## src/rtl/pacc_pkg.sv

```systemverilog
package pacc_pkg;
  typedef enum logic {
    REG_COUNT = 1'b0,
    REG_FLAGS = 1'b1
  } reg_sel_e;

  // bit 0 = overflow, bit 1 = edge
  typedef struct packed {
    logic edg;
    logic ovf;
  } flags_t;

  // next value of a sticky flag: set beats clear
  function automatic logic sticky_next(input logic cur, input logic set, input logic clr);
    return set ? 1'b1 : (clr ? 1'b0 : cur);
  endfunction
endpackage

```

## src/rtl/pacc_pin_sync.sv

```systemverilog
module pacc_pin_sync #(
  parameter int STAGES = 2
) (
  input  logic clk,
  input  logic rst_n,
  input  logic pin,
  output logic level,
  output logic rise,
  output logic fall
);
  logic [STAGES-1:0] chain;
  logic              prev;

  always_ff @(posedge clk or negedge rst_n) begin
    if (!rst_n) begin
      chain <= '0;
      prev  <= 1'b0;
    end else begin
      chain <= {chain[STAGES-2:0], pin};
      prev  <= chain[STAGES-1];
    end
  end

  assign level = chain[STAGES-1];
  assign rise  = level & ~prev;
  assign fall  = ~level & prev;
endmodule

```

## src/rtl/pacc_counter.sv

```systemverilog
module pacc_counter #(
  parameter int W = 16
) (
  input  logic         clk,
  input  logic         rst_n,
  input  logic         split,
  input  logic         max_hold,
  input  logic         inc_lo,
  input  logic         inc_hi,
  input  logic         load,
  input  logic [W-1:0] load_val,
  output logic [W-1:0] cnt,
  output logic         wrap_full,
  output logic         wrap_half,
  output logic         hold_hit
);
  localparam int H = W / 2;

  logic [W-1:0] cnt_n;
  logic [H-1:0] hi, lo;

  function automatic logic [H-1:0] step_half(input logic [H-1:0] v, input logic en, input logic hold);
    return (en && !hold) ? v + 1'b1 : v;
  endfunction

  assign hi = cnt[W-1:H];
  assign lo = cnt[H-1:0];

  assign wrap_full = !load && !split && inc_lo && (cnt == '1);
  assign wrap_half = !load && split && inc_hi && (hi == '1) && !max_hold;
  assign hold_hit  = !load && split && inc_hi && (hi == '1) && max_hold;

  always_comb begin
    if (load)
      cnt_n = load_val;
    else if (!split)
      cnt_n = inc_lo ? cnt + 1'b1 : cnt;
    else
      cnt_n = {step_half(hi, inc_hi, hold_hit), step_half(lo, inc_lo, 1'b0)};
  end

  always_ff @(posedge clk or negedge rst_n) begin
    if (!rst_n) cnt <= '0;
    else        cnt <= cnt_n;
  end

  // full-width wrap lands on zero
  assert_full_wrap_R3: assert property (@(posedge clk) disable iff (!rst_n)
    wrap_full |=> (cnt == '0));
  // held upper half stays at all ones
  assert_hold_max_R5: assert property (@(posedge clk) disable iff (!rst_n)
    hold_hit |=> (cnt[W-1:H] == '1));
  // in split mode lower half moves only on its own increment
  assert_split_lo_R4: assert property (@(posedge clk) disable iff (!rst_n)
    (split && !load && !inc_lo) |=> $stable(cnt[H-1:0]));
endmodule

```

## src/rtl/pacc_flags.sv

```systemverilog
module pacc_flags
  import pacc_pkg::*;
(
  input  logic   clk,
  input  logic   rst_n,
  input  logic   set_ovf,
  input  logic   set_edge,
  input  logic   wr_flags,
  input  flags_t wr_mask,
  input  logic   fast_mode,
  input  logic   fast_hit,
  input  logic   ie_ovf,
  input  logic   ie_edge,
  output flags_t flags,
  output logic   irq
);
  logic clr_ovf, clr_edge;

  assign clr_ovf  = fast_mode ? fast_hit : (wr_flags && wr_mask.ovf);
  assign clr_edge = fast_mode ? fast_hit : (wr_flags && wr_mask.edg);

  always_ff @(posedge clk or negedge rst_n) begin
    if (!rst_n) begin
      flags <= '0;
    end else begin
      flags.ovf <= sticky_next(flags.ovf, set_ovf, clr_ovf);
      flags.edg <= sticky_next(flags.edg, set_edge, clr_edge);
    end
  end

  assign irq = (flags.ovf && ie_ovf) || (flags.edg && ie_edge);

  // a set event always leaves the flag high
  assert_set_wins_R7: assert property (@(posedge clk) disable iff (!rst_n)
    set_ovf |=> flags.ovf);
  // in fast mode flag writes cannot clear
  assert_fast_no_w1c_R8: assert property (@(posedge clk) disable iff (!rst_n)
    (fast_mode && !fast_hit) |=> (flags.edg || !$past(flags.edg)));
  // overflow rises only after a set source
  assert_ovf_cause_R3: assert property (@(posedge clk) disable iff (!rst_n)
    $rose(flags.ovf) |-> $past(set_ovf));
endmodule

```

## src/rtl/pulse_accum.sv

```systemverilog
module pulse_accum
  import pacc_pkg::*;
#(
  parameter int CNT_W       = 16,
  parameter int SYNC_STAGES = 2
) (
  input  logic             clk,
  input  logic             rst_n,
  input  logic             clk_en,
  input  logic             pin_pri,
  input  logic             pin_sec,
  input  logic             acc_enable,
  input  logic             gated_mode,
  input  logic             pri_rise,
  input  logic             sec_rise,
  input  logic             split_mode,
  input  logic             max_hold,
  input  logic             fast_clear,
  input  logic             ie_ovf,
  input  logic             ie_edge,
  input  logic             reg_sel,
  input  logic             reg_rd,
  input  logic             reg_wr,
  input  logic [CNT_W-1:0] reg_wdata,
  output logic [CNT_W-1:0] reg_rdata,
  output logic [CNT_W-1:0] count,
  output logic             flag_ovf,
  output logic             flag_edge,
  output logic             irq
);
  localparam int H = CNT_W / 2;
  localparam int FLG_W = $bits(flags_t);

  logic pri_level, pri_r, pri_f;
  logic sec_level, sec_r, sec_f;
  logic pri_act, pri_trail, gate_on, sec_act;
  logic inc_lo, inc_hi, load, wr_flags, cnt_access;
  logic wrap_full, wrap_half, hold_hit, set_ovf, set_edge;
  flags_t flags;

  pacc_pin_sync #(.STAGES(SYNC_STAGES)) u_sync_pri (
    .clk(clk), .rst_n(rst_n), .pin(pin_pri),
    .level(pri_level), .rise(pri_r), .fall(pri_f));

  pacc_pin_sync #(.STAGES(SYNC_STAGES)) u_sync_sec (
    .clk(clk), .rst_n(rst_n), .pin(pin_sec),
    .level(sec_level), .rise(sec_r), .fall(sec_f));

  // event decode
  assign pri_act   = pri_rise ? pri_r : pri_f;
  assign pri_trail = pri_rise ? pri_f : pri_r;
  assign gate_on   = (pri_level == pri_rise);
  assign sec_act   = sec_rise ? sec_r : sec_f;

  assign inc_lo   = acc_enable && (gated_mode ? (gate_on && clk_en) : pri_act);
  assign inc_hi   = acc_enable && split_mode && sec_act;
  assign set_edge = acc_enable && (gated_mode ? pri_trail : pri_act);
  assign set_ovf  = wrap_full || wrap_half || hold_hit;

  // register port decode
  assign cnt_access = (reg_rd || reg_wr) && (reg_sel == REG_COUNT);
  assign load       = reg_wr && (reg_sel == REG_COUNT);
  assign wr_flags   = reg_wr && (reg_sel == REG_FLAGS);

  pacc_counter #(.W(CNT_W)) u_cnt (
    .clk(clk), .rst_n(rst_n), .split(split_mode), .max_hold(max_hold),
    .inc_lo(inc_lo), .inc_hi(inc_hi), .load(load), .load_val(reg_wdata),
    .cnt(count), .wrap_full(wrap_full), .wrap_half(wrap_half), .hold_hit(hold_hit));

  pacc_flags u_flags (
    .clk(clk), .rst_n(rst_n), .set_ovf(set_ovf), .set_edge(set_edge),
    .wr_flags(wr_flags), .wr_mask(flags_t'(reg_wdata[FLG_W-1:0])),
    .fast_mode(fast_clear), .fast_hit(cnt_access),
    .ie_ovf(ie_ovf), .ie_edge(ie_edge), .flags(flags), .irq(irq));

  assign flag_ovf  = flags.ovf;
  assign flag_edge = flags.edg;
  assign reg_rdata = (reg_sel == REG_COUNT) ? count
                                            : {{(CNT_W-FLG_W){1'b0}}, flags};

  // a synchronised secondary edge in split mode moves the upper half
  assert_sec_edge_R4: assert property (@(posedge clk) disable iff (!rst_n)
    (split_mode && acc_enable && sec_rise && !max_hold && $rose(sec_level) && !load)
      |=> (count[CNT_W-1:H] != $past(count[CNT_W-1:H])));
  // disabled accumulator never raises the edge flag
  assert_disabled_quiet_R11: assert property (@(posedge clk) disable iff (!rst_n)
    (!acc_enable && !flags.edg) |=> !flags.edg);
endmodule

```

## config.mk

```make
export PLATFORM = sky130hd
export DESIGN_NAME = pulse_accum
export DESIGN_NICKNAME = d
export VERILOG_FILES = /design/src/rtl/pacc_pkg.sv /design/src/rtl/pacc_pin_sync.sv /design/src/rtl/pacc_counter.sv /design/src/rtl/pacc_flags.sv /design/src/rtl/pulse_accum.sv
export SDC_FILE = /design/constraint.sdc
export NUM_CORES = 1
export LEC_CHECK = 0
export BUFFER_PORTS_ARGS = -buffer_cell sky130_fd_sc_hd__clkbuf_2
export CAP_MARGIN = 20
export CORE_MARGIN = 4
export CORE_UTILIZATION = 52
export DETAILED_ROUTE_END_ITERATION = 6
export PLACE_DENSITY = 0.85
export SLEW_MARGIN = 5
export SYNTH_ARGS = -nofsm -noshare
export SYNTH_HDL_FRONTEND = slang
export SYNTH_SLANG_ARGS = --single-unit
```

## constraint.sdc

```tcl
create_clock -name clk -period 6.15 [get_ports clk]
set_clock_uncertainty 0.15 [all_clocks]
set_input_delay 1.845 -clock clk [delete_from_list [all_inputs] [get_ports clk]]
set_output_delay 1.845 -clock clk [all_outputs]
set_load 0.01 [all_outputs]
```

==> flow_summary.toml <==
[worst_setup_path]
end_kind = "primary output"
critPathRequiredTime_ps = 4160
crit_path_frequent_cell = "clkbuf_2"
timing.rr.end = "u_cnt.cnt[13]$_DFFE_PN0P_"
worst-path-max-fanout = 21
path_cells = "clkbuf_2, mux2_2, clkbuf_2"
reg2reg_from = "u_cnt.cnt[8]$_DFFE_PN0P_"
ff2ff_setup_slack_ps = 3880
slowest_stage = "mux2_2"
crit_arrival_ps = 2710
path_class = "in2out"
critical_path.max_stage_delay_ps = 390
cp-start-kind = "input pin"
cpLargestDelayFamily = "buffers and inverters"
ff2ff_path_depth = 6
worst-path-buf-inv = 2

[clock_tree]
cts_resized = 0
clock_path_buffers = 2
clkTransAtPathRegs_ps = 130
clock-sinks = 24
cts_buffers = 3
cts_tree = "done"
hold_buffers = 0
insertion_delay_ps = 310
cts_setup_buffers = 0
clockRootBuffer = "clkbuf_4"
htreeDepth = 1

[synth]
synth_area_leader_cell = "dfrtp_1"
synth_area_um2 = 1670
synthFlopType = "dfrtp_1"
synthDistinctLibCells = 48
synth_top_area_share_pct = 35.96
synth_seq_area_share_pct = 35.96
ys_ff_latch = 24
syn_nets = 217
synth_commonest_cells = "dfrtp_1, nand2_1, nor2b_1, o21ai_0, o211ai_1"
ys_warn_count = 0
synth_edf_count = 0
synth-async-reset-ratio_pct = 100.0
avgSynthCellArea_um2 = 9.178
synthTopCellsByArea = "dfrtp_1, nor2b_1, nand2_1"
synth_most_common_cell = "dfrtp_1"
synthCells = 182

[die]
dieArea_um2 = 4183
boundaryPins = 68
start_util_pct = 54.71
die_x_um = 64.68
die_height_um = 64.68
rows = 20
coreArea_um2 = 3053

[final_layout]
layout-drive-gt1-share_pct = 34.30
nFillCells = 287
area_growth_pct = 19.93
regArea_um2 = 600.6
multi_input_area_um2 = 982.2
n_antenna_cell = 0
finalNetCount = 279
instances_no_fill = 286

[detailed_routing]
wl_per_cell_um = 14.39
viasPerCell = 5.622
via_count = 1608
drtIter0Drc = 56
ant_nets = 0
drt-pass1-iter-count = 4
totalWireLength_um = 4116
drc = 0

[global_routing]
grt_pass1_vias = 1464
grt_max_degree = 30
grtUsageTotal_pct = 20.71
grt_pass1_wl_um = 7017
antenna_found_initial = 0
grt-ovfl-total = 0

[run]
maxCapViolCount = 0

[min_path]
min_from = "u_sync_pri.chain[0]$_DFF_PN0_"
min_to = "u_sync_pri.chain[1]$_DFF_PN0_"
worstHoldPathCells = 0
hp-class = "reg2reg"

[sta]
period_needed_ps = 4707
fin_setup_tns_ps = 0
worst_pin_slew_ps = 711.8
timing.fmax_mhz = 212.4
period_share_pct = 76.54
finalSetupViolCount = 0
grt_setup_unrepaired = "false"
report.final.slew_viol_count = 0
hold_violations = 0
max_slew_margin_pct = 52.04

[place]
dp_cells = 283
numPortBuffers = 67
gp_congestion = 0.8720
dpl.hpwl_um = 3143

[power]
p_total_w = 0.0004384
p_per_area_nw_per_um2 = 218.8
vdd_drop_max_mv = 0.1069
p_leak_nw = 0.9370

[status]
status = "finished, final reports clean"
layout by cell type, fill, tap and decap left out, types with 2 or more instances in the layout:
cell type   n
nor3_1      3
nand4_1     5
and3b_1     3
a21oi_1     5
mux2i_1     3
a32o_1      4
nand2_1    20
or3_1       2
a311o_1     2
nand4b_1    2
and2_1      2
clkbuf_4    3
and3_1      5
o21ai_1     2
ha_1        2
o41ai_1     3
o211ai_1    9
o21ai_0    14
mux2_2      2
o2111ai_1   2
a21oi_2     2
and3_2      2
nand2b_1    3
clkbuf_2   67
dfrtp_1    24
nor2b_1    16
xor2_1      6
nand3_1     6
nor2_1      3
o31ai_1     3
report_power, final:
part	internal, W	leakage [nW]	switching [W]	total (W)
logic	0.0000722	0.628	0.0000793	0.000152
clock network	0.0000229	0.0138	0.0000463	0.0000692
registers	0.000179	0.295	0.0000385	0.000218
total	0.000274	0.937	0.000164	0.000438
layer usage:
metal | track usage [%] | up-vias | part of all wire [%]
met3 | 3.466 | 2 | 5.4
met4 | 4.749 | 0 | 0.51
met2 | 33.12 | 46 | 48
met5 | 0 | - | 0
met1 | 29.29 | 749 | 46
li1 | - | 811 | -
final cells by class:
type | instances | area share, %
Sequential cell | 24 | 29.98
Tap cell | 44 | 2.748
Timing Repair Buffer | 68 | 17.11
Clock buffer | 3 | 1.124
Multi-Input combinational cell | 147 | 49.03
cells by family after synthesis:
| kind of cell | Yosys count | share of synthesized area [%] |
|---|---|---|
| compound gates | 54 | 23.15 |
| fa+ha+maj | 2 | 1.498 |
| xor+xnor | 7 | 3.670 |
| flops | 24 | 35.96 |
| mux | 5 | 3.146 |
| buf+inv | 11 | 5.244 |
| simple gates | 79 | 27.34 |
how the worst max path moves through the flow:
stage | start | to | slack, ps | depth (start not counted)
after floorplan | reg_sel | reg_rdata[10] | 1640 | 3
after global placement | reg_sel | reg_rdata[0] | 1450 | 3
after detailed placement | reg_sel | reg_rdata[0] | 1440 | 3
after CTS | reg_sel | reg_rdata[0] | 1440 | 3
after global routing | reg_sel | reg_rdata[0] | 1380 | 3
final | reg_sel | reg_rdata[0] | 1440 | 3
sequential cells by signal (all words and copies together), names as in the netlist:
register and count:
u_cnt.cnt 16, u_flags.flags 2, u_sync_pri.chain 2, u_sync_pri.prev 1
u_sync_sec.chain 2, u_sync_sec.prev 1
metrics by stage:
stage               util (%)  setup WS (ps)  hold slack, ps  cell area (um2)
finish                 65.61           1443           218.8             2003
global route           65.61           1382           233.0             2003
CTS                    65.61           1435           220.5             2003
detailed placement     64.88           1436           191.7             1981
global placement       64.88           1455           185.2             1981
floorplan                  -           1644           181.2             1670
Power figures use the tool's default switching activity.
